--- config.mk ---
export PLATFORM = sky130hd
export DESIGN_NAME = xmem_ctrl
export DESIGN_NICKNAME = d
export VERILOG_FILES = /design/src/rtl/xmc_pkg.sv /design/src/rtl/xmc_bank_sel.sv /design/src/rtl/xmc_lane_map.sv /design/src/rtl/xmem_ctrl.sv
export SDC_FILE = /design/constraint.sdc
export NUM_CORES = 1
export LEC_CHECK = 0
export ABC_CLOCK_PERIOD_IN_PS = 3580
export BUFFER_PORTS_ARGS = -buffer_cell sky130_fd_sc_hd__buf_2
export CAP_MARGIN = 20
export CORE_MARGIN = 1.5
export CORE_UTILIZATION = 40
export CTS_CLUSTER_DIAMETER = 150
export DETAILED_ROUTE_END_ITERATION = 6
export GPL_TIMING_DRIVEN = 0
export HOLD_SLACK_MARGIN = 0.02
export PLACE_DENSITY = 0.79
export RECOVER_POWER = 100
export SYNTH_ARGS = -nofsm -noshare
export SYNTH_HDL_FRONTEND = slang
export SYNTH_SLANG_ARGS = --single-unit
--- constraint.sdc ---
create_clock -name clk -period 3.58 [get_ports clk]
set_input_delay 0.537 -clock clk [delete_from_list [all_inputs] [get_ports clk]]
set_output_delay 0.537 -clock clk [all_outputs]
set_load 0.01 [all_outputs]
--- src/rtl/xmc_pkg.sv ---
package xmc_pkg;
  typedef enum logic [2:0] {
    ST_IDLE,
    ST_GAP,
    ST_SETUP,
    ST_STROBE,
    ST_HOLD
  } xmc_state_e;

  localparam logic [1:0] WID_8  = 2'b00;
  localparam logic [1:0] WID_16 = 2'b01;

  // log2 of bytes carried per narrow cycle; codes 10 and 11 mean full width
  function automatic int lane_lg2(input logic [1:0] w, input int full_lg);
    case (w)
      WID_8:   return 0;
      WID_16:  return 1;
      default: return full_lg;
    endcase
  endfunction
endpackage

--- src/rtl/xmc_bank_sel.sv ---
module xmc_bank_sel #(
  parameter int NBANK = 4,
  parameter int WAITW = 5,
  localparam int BKW = $clog2(NBANK)
) (
  input  logic [BKW-1:0]         sel,
  input  logic [2*NBANK-1:0]     cfg_width,
  input  logic [WAITW*NBANK-1:0] cfg_wait,
  output logic [1:0]             width,
  output logic [WAITW-1:0]       wait_cyc,
  output logic [NBANK-1:0]       onehot
);
  assign width    = cfg_width[sel*2 +: 2];
  assign wait_cyc = cfg_wait[sel*WAITW +: WAITW];

  for (genvar g = 0; g < NBANK; g++) begin : g_dec
    assign onehot[g] = (sel == BKW'(g));
  end
endmodule

--- src/rtl/xmc_lane_map.sv ---
module xmc_lane_map
  import xmc_pkg::*;
#(
  parameter int AW = 24,
  parameter int DW = 32,
  localparam int NLANE = DW / 8,
  localparam int LGL = $clog2(NLANE)
) (
  input  logic [1:0]        width,
  input  logic [LGL-1:0]    beat,
  input  logic [AW-LGL-1:0] word_addr,
  input  logic [DW-1:0]     wdata,
  input  logic [DW-1:0]     mem_din,
  input  logic [DW-1:0]     rbuf,
  output logic [AW-1:0]     mem_addr,
  output logic [DW-1:0]     mem_dout,
  output logic [NLANE-1:0]  lane_en,
  output logic [LGL-1:0]    beats_m1,
  output logic [DW-1:0]     rmerge
);
  int             lg;
  logic [LGL-1:0] offs;
  logic [DW-1:0]  lane_bits;

  always_comb begin
    lg       = lane_lg2(width, LGL);
    offs     = LGL'(int'(beat) << lg);
    beats_m1 = LGL'((NLANE >> lg) - 1);
    lane_en  = NLANE'((1 << (1 << lg)) - 1);
    for (int i = 0; i < NLANE; i++) lane_bits[8*i +: 8] = {8{lane_en[i]}};
    mem_dout = wdata >> (8 * int'(offs));
    rmerge   = rbuf | ((mem_din & lane_bits) << (8 * int'(offs)));
  end

  assign mem_addr = {word_addr, offs};
endmodule

--- src/rtl/xmem_ctrl.sv ---
module xmem_ctrl
  import xmc_pkg::*;
#(
  parameter int NBANK = 4,
  parameter int AW    = 24,
  parameter int DW    = 32,
  parameter int WAITW = 5,
  parameter int IDLEW = 4,
  localparam int BKW   = $clog2(NBANK),
  localparam int NLANE = DW / 8
) (
  input  logic                   clk,
  input  logic                   rst_n,
  input  logic [2*NBANK-1:0]     cfg_width,
  input  logic [WAITW*NBANK-1:0] cfg_wait,
  input  logic [IDLEW*NBANK-1:0] cfg_idle,
  input  logic                   req_valid,
  output logic                   req_ready,
  input  logic                   req_write,
  input  logic [AW+BKW-1:0]      req_addr,
  input  logic [DW-1:0]          req_wdata,
  output logic [DW-1:0]          req_rdata,
  output logic [AW-1:0]          mem_addr,
  output logic [DW-1:0]          mem_dout,
  output logic                   mem_dout_en,
  input  logic [DW-1:0]          mem_din,
  output logic [NBANK-1:0]       mem_cs_n,
  output logic                   mem_oe_n,
  output logic                   mem_we_n,
  output logic [NLANE-1:0]       mem_bls_n
);
  localparam int LGL = $clog2(NLANE);

  xmc_state_e       state;
  logic [WAITW-1:0] cnt;
  logic [LGL-1:0]   beat;
  logic [DW-1:0]    rbuf;
  logic             have_prev, prev_read;
  logic [BKW-1:0]   prev_bank;

  logic [BKW-1:0]   bank;
  logic [1:0]       width;
  logic [WAITW-1:0] wait_cyc;
  logic [NBANK-1:0] onehot;
  logic [NLANE-1:0] lane_en;
  logic [LGL-1:0]   beats_m1;
  logic [DW-1:0]    rmerge;
  logic [IDLEW-1:0] prev_idle;
  logic             need_gap, last, active;

  assign bank = req_addr[AW+BKW-1:AW];

  xmc_bank_sel #(.NBANK(NBANK), .WAITW(WAITW)) u_sel (
    .sel(bank), .cfg_width(cfg_width), .cfg_wait(cfg_wait),
    .width(width), .wait_cyc(wait_cyc), .onehot(onehot)
  );

  xmc_lane_map #(.AW(AW), .DW(DW)) u_lanes (
    .width(width), .beat(beat), .word_addr(req_addr[AW-1:LGL]),
    .wdata(req_wdata), .mem_din(mem_din), .rbuf(rbuf),
    .mem_addr(mem_addr), .mem_dout(mem_dout), .lane_en(lane_en),
    .beats_m1(beats_m1), .rmerge(rmerge)
  );

  assign prev_idle = cfg_idle[prev_bank*IDLEW +: IDLEW];
  assign need_gap  = have_prev && ((bank != prev_bank) || (prev_read && req_write));
  assign last      = (beat == beats_m1);

  always_ff @(posedge clk or negedge rst_n) begin
    if (!rst_n) begin
      state     <= ST_IDLE;
      cnt       <= '0;
      beat      <= '0;
      rbuf      <= '0;
      have_prev <= 1'b0;
      prev_read <= 1'b0;
      prev_bank <= '0;
    end else begin
      case (state)
        ST_IDLE: if (req_valid) begin
          beat <= '0;
          rbuf <= '0;
          if (need_gap && prev_idle != '0) begin
            state <= ST_GAP;
            cnt   <= WAITW'(prev_idle) - 1'b1;
          end else begin
            state <= req_write ? ST_SETUP : ST_STROBE;
            cnt   <= wait_cyc;
          end
        end
        ST_GAP: begin
          if (cnt == '0) begin
            state <= req_write ? ST_SETUP : ST_STROBE;
            cnt   <= wait_cyc;
          end else cnt <= cnt - 1'b1;
        end
        ST_SETUP: begin
          state <= ST_STROBE;
          cnt   <= wait_cyc;
        end
        ST_STROBE: begin
          if (cnt != '0) cnt <= cnt - 1'b1;
          else if (req_write) state <= ST_HOLD;
          else begin
            rbuf <= rmerge;
            if (last) begin
              state     <= ST_IDLE;
              have_prev <= 1'b1;
              prev_bank <= bank;
              prev_read <= 1'b1;
            end else begin
              beat <= beat + 1'b1;
              cnt  <= wait_cyc;
            end
          end
        end
        ST_HOLD: begin
          if (last) begin
            state     <= ST_IDLE;
            have_prev <= 1'b1;
            prev_bank <= bank;
            prev_read <= 1'b0;
          end else begin
            beat  <= beat + 1'b1;
            state <= ST_SETUP;
          end
        end
        default: state <= ST_IDLE;
      endcase
    end
  end

  assign active      = (state == ST_SETUP) || (state == ST_STROBE) || (state == ST_HOLD);
  assign mem_cs_n    = active ? ~onehot : '1;
  assign mem_bls_n   = active ? ~lane_en : '1;
  assign mem_oe_n    = !((state == ST_STROBE) && !req_write);
  assign mem_we_n    = !((state == ST_STROBE) && req_write);
  assign mem_dout_en = active && req_write;
  assign req_ready   = ((state == ST_STROBE) && !req_write && cnt == '0 && last) ||
                       ((state == ST_HOLD) && last);
  assign req_rdata   = rmerge;
endmodule

==> flow_summary_export.csv, run 1 <==
group,metric,value,unit
sta,rsz0062_at_grt,"no",
clocking,cts.clk_slew.worst_paths,0.08,ns
global_routing,grt_max_degree,47,
die,die_h,101.9,µm
die,coreArea,9371,µm²
setup_path,arrival,2.79,ns
die,die-area,10380,µm²
clocking,clkSinkCount,46,
sta,layout_min_cycle_time,3.327,ns
job,maxCapViolCount,0,
setup_path,required,3.04,ns
synth,syn-num-nets,596,
placed_design,numPortBuffers,213,
sta,setup_viol,0,
cells_and_area,nFillCells,952,
global_routing,grt_pass1_vias,4404,
clocking,ctsHoldBuffers,0,
synth,syn_inst,455,
global_routing,grt.total_usage,0.2617,
die,num_rows,35,
setup_path,critPathLaunchType,"primary input",
routing,wl,14230,µm
setup_path,critPathMaxFanout,10,
synth,synth-async-reset-ratio,1.000,
synth,synth_xor_area_frac,0.01568,
setup_path,path_class,"primary input to primary output",
routing,wl_per_cell,17.67,µm
synth,synth_top_family_by_area,"compound AO/OA/AOI/OAI gates",
sta,fmax,0.3006,GHz
synth,synth_cell_types,63,
cells_and_area,final_cell_mix,"154 x buf_2, 91 x clkbuf_1, 47 x nand2_1, 46 x dfrtp_1, 28 x o21ai_0",
sta,fin_ws,0.2528,ns
die,fp.dieW,101.9,µm
cells_and_area,area_delta_synth_final,31.23,%
clocking,ctsHtreeMaxLevel,2,
placed_design,gp_congestion,0.9685,
routing,drc,0,
die,ios,238,
synth,syn_area,3910,µm²
clocking,cts_max_path_buffers,2,
die,initial_core_util,0.4172,
sta,min_period_over_period,0.9294,
global_routing,antenna_found_initial,0,
routing,vias,4510,
global_routing,grt_pass1_wl,21090,µm
synth,avgSynthCellArea,8.593,µm²
routing,drtPass1Iterations,5,
power_and_ir_drop,p_leak,2.513,nW
power_and_ir_drop,power,3.277,mW
sta,finalSetupTns,0,ns
sta,maxSlewHeadroom,0.02317,
clocking,cts_resized,0,
routing,vias_per_cell,5.602,
cells_and_area,fin_nets,817,
synth,synth_flop_cell,"dfrtp_1",
global_routing,gr-total-overflow,0,
clocking,insertion_delay,0.30,ns
clocking,postCtsSetupRepairBufs,0,
synth,synth-edff-count,0,
synth,synthAdderAreaFrac,0.009600,
placed_design,dp_slack,0.3613,ns
routing,drtIter0Drc,256,
synth,synth-simple-area-share,0.1722,
sta,hold_viol,0,
synth,synth_top_area_share,0.2944,
cells_and_area,fin_cells,805,
cells_and_area,antennaDiodeCount,0,
synth,synth-seq-cells,46,
sta,worst_clock_skew,0.01186,ns
clocking,cts_root_buf,"clkbuf_8",
clocking,cts_tree,"done",
sta,drv_slew,0,
synth,yosys-top-cells-area,"dfrtp_1 29%, mux4_2 5.8%, mux2i_1 5.1%, buf_4 5.0%, nand2_1 4.5%",
setup_path,endpoint_kind,"primary output",
cells_and_area,final_common_cell,"buf_2",
routing,ant_nets,0,
synth,yosysWarnings,0,
power_and_ir_drop,peakVddDrop,0.2724,mV
min_path,min_path_type,"flop to flop",
synth,synthMuxAreaShare,0.1290,
synth,ys_seq_area_frac,0.2944,
power_and_ir_drop,powerDensity,638.6,nW/µm²
outcome,status,"completed",
synth,synth_top_area_cell,"dfrtp_1",
cells_and_area,drive_gt1_frac,0.3062,
synth,synth_compound_area_frac,0.2781,
clocking,cts_buffers,5,
placed_design,dp_hpwl,11380,µm
placed_design,dp_cells,797,
sta,tightest_slew,1.465,ns
-- kinds of logic (layout without fill, tap and decap cells) --
kind of cell / count (synthesis) / count (layout)
mux: 37 / 37
buf+inv: 76 / 297
simple gates: 132 / 132
flops: 46 / 46
xor+xnor: 7 / 7
fa+ha+maj: 3 / 3
compound gates: 154 / 154
-- final timing paths --
kind / slack [ns] / depth (start not counted) / to / startpoint
worst min-delay path: 0.48 / 1 / have_prev / have_prev
worst max-delay path: 0.25 / 9 / req_rdata[26] / req_addr[24]
worst min register to register: 0.48 / 1 / have_prev / have_prev
min in group asynchronous: 0.57 / 1 / prev_bank[1] / rst_n
max in group asynchronous: 1.28 / 2 / rbuf[17] / rst_n
worst max register to register: 0.52 / 10 / state[1] / prev_bank[0]
-- critical path: stages --
cell	delay (ns)
buf_2	0.14
mux4_2	0.61
clkbuf_1	0.25
or2_1	0.25
buf_2	0.16
o21ai_0	0.43
a21boi_0	0.20
inv_1	0.08
buf_2	0.12
-- routing by layer --
metal,wire (µm),up-vias,GRT usage
met3,1029,40,0.03625
met1,4938,2136,0.2758
met5,0,-,0
li1,-,2079,-
met4,449,0,0.1254
met2,7810,255,0.5082
-- flip-flops by register name, summed over array words and instances (netlist names) --
name / cells
prev_bank: 2
prev_read: 1
have_prev: 1
beat: 2
state: 3
cnt: 5
rbuf: 32
-- layout make-up --
cell class	count	area, µm²	share of cell area
buffer	57	316.6	0.06169
clock buffer	5	68.82	0.01341
clock inverter	2	10.01	0.001951
inverter	19	71.32	0.01390
multi-input combinational	333	2366	0.4611
sequential	46	1151	0.2243
tap	129	161.4	0.03146
timing repair buffer	214	985.9	0.1921
-- report_power, final --
part,internal (mW),switching (mW),leakage [nW]
logic,0.877,1.22,1.89
clock network,0.132,0.177,0.0438
registers,0.725,0.141,0.577
-- stage by stage --
step,area [µm²],utilization,hold slack [ns]
detailed placement,5137,0.5482,0.4574
finish,5131,0.5475,0.4828
global route,5131,0.5475,0.5049
global placement,5137,0.5482,0.4530
CTS,5216,0.5566,0.4651
floorplan,3910,-,0.2414
-- cells in the mapped netlist, drive strengths merged (2+ instances only) --
cell type,number
a221o,9
xor2,2
or3,3
nand3,11
a31o,10
xnor2,5
o211ai,4
nand3b,2
nand2,47
mux4,10
nor2,17
and2,9
dfrtp,46
o21ai,39
a211oi,10
a31oi,5
inv,18
nor2b,10
a21oi,20
o22a,2
a21boi,17
a22o,8
nor3,7
nand4,4
clkbuf,21
buf,36
nand2b,2
mux2i,20
a21o,17
mux2,7
ha,3
and3,12
or2,4
Power figures use the tool's default switching activity.
==> run 2, diff against run 1 <==
Settings changed: ABC_CLOCK_PERIOD_IN_PS 3580 to 3160.
Clock period 3.58 ns to 3.16 ns, I/O delays scaled along.
==> flow_summary_export.csv, run 2 (synthesis results as in run 1) <==
group,metric,value,unit
routing,wl,14230,µm
setup_path,required,2.69,ns
global_routing,grt_max_degree,47,
routing,wl_met1,4935,µm
global_routing,grt.total_usage,0.2621,
die,fp.dieW,101.9,µm
clocking,ctsHtreeMaxLevel,2,
power_and_ir_drop,p_leak,2.566,nW
cells_and_area,top_regs,"rbuf (32), cnt (5), state (3)",
cells_and_area,final_cell_mix,"159 x buf_2, 73 x clkbuf_1, 47 x nand2_1, 46 x dfrtp_1, 24 x buf_4",
global_routing,antenna_found_initial,0,
sta,fmax,0.3228,GHz
sta,hold_slack,0.4664,ns
die,ios,238,
cells_and_area,final_common_cell,"buf_2",
die,die-area,10380,µm²
routing,vias_per_cell,5.664,
sta,finalSetupTns,0,ns
sta,drv_slew,0,
routing,wl_met2,7703,µm
setup_path,critPathLaunchType,"primary input",
cells_and_area,fin_util,0.5514,
setup_path,critPathMaxFanout,10,
sta,layout_min_cycle_time,3.098,ns
die,initial_core_util,0.4172,
die,num_rows,35,
routing,met3_length,1036,µm
die,coreArea,9371,µm²
placed_design,place_area,5137,µm²
placed_design,dp_slack,0.06733,ns
sta,tightest_slew,1.463,ns
cells_and_area,drive_gt1_frac,0.3333,
global_routing,grt_pass1_wl,21150,µm
cells_and_area,area_delta_synth_final,32.16,%
cells_and_area,regMostFlops,"rbuf",
placed_design,numPortBuffers,213,
clocking,ctsHoldBuffers,0,
routing,ant_nets,0,
routing,wl_per_cell,17.70,µm
setup_path,slowest_delay,0.61,ns
setup_path,endpoint_kind,"primary output",
power_and_ir_drop,peakVddDrop,0.3134,mV
clocking,cts_max_path_buffers,2,
clocking,cts_root_buf,"clkbuf_8",
clocking,postCtsSetupRepairBufs,0,
sta,maxSlewHeadroom,0.02446,
setup_path,critPathMostFrequentCell,"buf_2",
setup_path,path_class,"primary input to primary output",
placed_design,dp_hpwl,11380,µm
routing,drtIter0Drc,289,
sta,min_period_over_period,0.9803,
sta,setup_viol,0,
routing,drc,0,
global_routing,gr-total-overflow,0,
clocking,cts.clk_slew.worst_paths,0.09,ns
placed_design,gp_congestion,0.9685,
global_routing,grt_pass1_vias,4414,
cells_and_area,largest_register_ffs,32,
setup_path,arrival,2.62,ns
job,maxCapViolCount,0,
sta,fin_ws,0.06232,ns
clocking,insertion_delay,0.30,ns
setup_path,crit_path_top_delay_cell,"mux4_2",
die,die_h,101.9,µm
outcome,status,"completed",
sta,hold_viol,0,
routing,drtPass1Iterations,5,
sta,rsz0062_at_grt,"yes",
setup_path,crit_chain,"buf_2, mux4_2, clkbuf_1, or2_1, clkbuf_2, o21ai_0, a21o_1, buf_2",
power_and_ir_drop,powerDensity,728.2,nW/µm²
clocking,cts_buffers,5,
cells_and_area,antennaDiodeCount,0,
sta,worst_clock_skew,0.01168,ns
min_path,min_path_type,"primary input to flop",
routing,highest_layer,"met4",
clocking,clkSinkCount,46,
clocking,cts_tree,"done",
routing,vias,4554,
cells_and_area,fin_nets,816,
cells_and_area,final_area,5167,µm²
run 2: repair_timing:
action	in CTS	in global routing
endpoints found under the setup margin	1	21
gates resized for setup	1	5
gates cloned	0	0
pin swaps	0	0
run 2: power by group:
group	internal, mW	total [mW]	switching [mW]
Sequential	0.822	1.00	0.180
Combinational	1.02	2.41	1.39
Clock	0.149	0.351	0.202
run 2: metal layers:
layer / vias up / GRT usage
met5: - / 0
met4: 0 / 0.1317
met3: 55 / 0.03625
met2: 273 / 0.5031
met1: 2151 / 0.2788
li1: 2075 / -
run 2: area by class of cell:
cell class,count,area (µm²)
tap,129,161.4
multi-input combinational,333,2379
inverter,19,71.32
clock inverter,2,10.01
timing repair buffer,214,1005
sequential,46,1151
clock buffer,5,68.82
fill,939,4204
buffer,56,321.6
run 2: per-stage QoR:
| step | total power, mW | instances |
|---|---|---|
| after floorplan | 2.591 | 455 |
| after global placement | 3.329 | 797 |
| after detailed placement | 3.413 | 797 |
| after CTS | 3.777 | 804 |
| after global routing | 4.040 | 804 |
| final | 3.763 | 804 |
run 2: worst max-delay path: cells and delay by family:
kind                   cells  cell delay [ns]
and+or+nand+nor            1             0.25
buffers and inverters      4             0.69
AOI/OAI and AO/OA          2             0.58
muxes                      1             0.61
run 2: path summary, 6_finish.rpt:
check | startpoint | to | slack (ns) | cells past startpoint
worst max-delay path | req_addr[24] | req_rdata[13] | 0.06 | 8
worst min-delay path | mem_din[0] | rbuf[0] | 0.47 | 2
worst max register to register | prev_bank[0] | state[1] | 0.25 | 9
worst min register to register | have_prev | have_prev | 0.49 | 1
max in group asynchronous | rst_n | rbuf[17] | 0.91 | 2
min in group asynchronous | rst_n | prev_bank[1] | 0.51 | 1
==> run 3, diff against run 2 <==
Settings changed: CELL_PAD_IN_SITES_DETAIL_PLACEMENT set to 1, CELL_PAD_IN_SITES_GLOBAL_PLACEMENT set to 2, CORE_UTILIZATION 40 to 23, PLACE_DENSITY 0.79 to 0.85.
==> flow_summary_export.csv, run 3 (synthesis results as in run 1) <==
group,metric,value,unit
setup_path,crit_chain,"buf_2, mux4_2, buf_2, nor3_2, buf_4, a221o_1, buf_2",
setup_path,critPathMostFrequentCell,"buf_2",
global_routing,antenna_found_initial,0,
power_and_ir_drop,peakVddDrop,0.2285,mV
cells_and_area,fin_nets,817,
die,ios,238,
cells_and_area,final_common_cell,"buf_2",
die,num_rows,47,
clocking,insertion_delay,0.30,ns
clocking,ctsHoldBuffers,0,
sta,fmax,0.3209,GHz
routing,ant_nets,0,
sta,drv_slew,0,
global_routing,grt_pass1_vias,4862,
clocking,clkSinkCount,46,
job,maxCapViolCount,0,
cells_and_area,final_area,5350,µm²
setup_path,arrival,2.64,ns
clocking,postCtsSetupRepairBufs,0,
routing,vias,4475,
placed_design,place_area,5256,µm²
setup_path,critPathLaunchType,"primary input",
routing,vias_per_cell,4.989,
cells_and_area,top_regs,"rbuf (32), cnt (5), state (3)",
routing,wl_per_cell,18.54,µm
die,coreArea,16580,µm²
sta,min_period_over_period,0.9861,
outcome,status,"completed",
sta,finalSetupTns,0,ns
die,die_h,133.4,µm
cells_and_area,final_cell_mix,"166 x buf_2, 69 x clkbuf_1, 47 x nand2_1, 46 x dfrtp_1, 24 x buf_4",
cells_and_area,nFillCells,2072,
power_and_ir_drop,p_leak,2.606,nW
global_routing,grt_pass1_wl,26110,µm
routing,drc,0,
sta,layout_min_cycle_time,3.116,ns
global_routing,grt_max_degree,47,
clocking,cts_root_buf,"clkbuf_16",
setup_path,critPathMaxFanout,10,
routing,drtIter0Drc,147,
sta,hold_viol,0,
sta,rsz0062_at_grt,"yes",
routing,drtPass1Iterations,4,
cells_and_area,area_delta_synth_final,36.83,%
die,initial_core_util,0.2358,
clocking,cts_buffers,5,
setup_path,crit_path_top_delay_cell,"mux4_2",
clocking,cts_max_path_buffers,2,
setup_path,reg2reg_slack,0.24,ns
global_routing,grt.total_usage,0.1853,
placed_design,numPortBuffers,213,
global_routing,gr-total-overflow,0,
clocking,ctsHtreeMaxLevel,2,
placed_design,gp_congestion,0.9501,
die,die-area,17790,µm²
cells_and_area,largest_register_ffs,32,
setup_path,slowest_delay,0.63,ns
setup_path,endpoint_kind,"primary output",
cells_and_area,regMostFlops,"rbuf",
setup_path,required,2.69,ns
sta,tightest_slew,1.382,ns
routing,wl,16630,µm
min_path,min_path_type,"primary input to asynchronous set/reset pin",
clocking,cts.clk_slew.worst_paths,0.07,ns
clocking,cts_tree,"done",
sta,maxSlewHeadroom,0.07879,
power_and_ir_drop,powerDensity,747.4,nW/µm²
cells_and_area,drive_gt1_frac,0.3412,
placed_design,dp_hpwl,13820,µm
setup_path,path_class,"primary input to primary output",
cells_and_area,antennaDiodeCount,0,
sta,setup_viol,0,
setup_path,r2r_cells,9,
sta,hold_slack,0.4809,ns
sta,worst_clock_skew,0.01063,ns
die,fp.dieW,133.4,µm
-- run 3: area by class of cell --
class | count | area, µm² | area share
Clock inverter | 3 | 21.27 | 0.003976
Sequential cell | 46 | 1151 | 0.2152
Timing Repair Buffer | 215 | 1015 | 0.1897
Clock buffer | 5 | 125.1 | 0.02339
Buffer | 56 | 321.6 | 0.06010
Multi-Input combinational cell | 333 | 2370 | 0.4429
Tap cell | 220 | 275.3 | 0.05145
Inverter | 19 | 71.32 | 0.01333
-- run 3: worst paths after layout --
check                                   from             to
worst min register to register     have_prev      have_prev
min in group clk                   have_prev      have_prev
worst min-delay path                   rst_n   prev_bank[1]
worst max register to register  prev_bank[0]       state[1]
worst max-delay path            req_addr[24]  req_rdata[23]
max in group asynchronous              rst_n       rbuf[17]
-- run 3: critical path, delay by kind of cell --
| kind | cells | cell delay, ns |
|---|---|---|
| buf+inv | 4 | 0.82 |
| mux | 1 | 0.63 |
| simple gates | 1 | 0.51 |
| compound gates | 1 | 0.20 |
-- run 3: through the flow --
stage | power [mW] | instances | util | setup WS [ns]
2_1_floorplan | 2.591 | 455 | - | 0.4332
3_3_place_gp | 3.441 | 888 | 0.3167 | 0.04108
3_5_place_dp | 3.535 | 889 | 0.3170 | -0.02690
4_1_cts | 4.094 | 897 | 0.3259 | 0.01457
5_1_grt | 4.340 | 897 | 0.3226 | -0.06497
6_report | 3.999 | 897 | 0.3226 | 0.04405
-- run 3: power breakdown --
part	leakage [nW]	switching (mW)	internal [mW]
logic	1.96	1.43	1.03
registers	0.577	0.179	0.823
clock network	0.0698	0.247	0.294
total	2.61	1.86	2.14
-- run 3: timing repair --
item / CTS / global route
endpoints found under the setup margin: 7 / 23
pin swaps: 0 / 0
gates resized for setup: 1 / 5
hold endpoints to repair: 0 / 0
cloned: 0 / 0
-- run 3: metal layers --
layer,global-route usage,vias to the layer above,share of wire
met5,0,-,0
met4,0.04831,0,0.020
met2,0.3575,212,0.52
met3,0.03463,24,0.068
li1,-,2080,-
met1,0.2069,2159,0.39
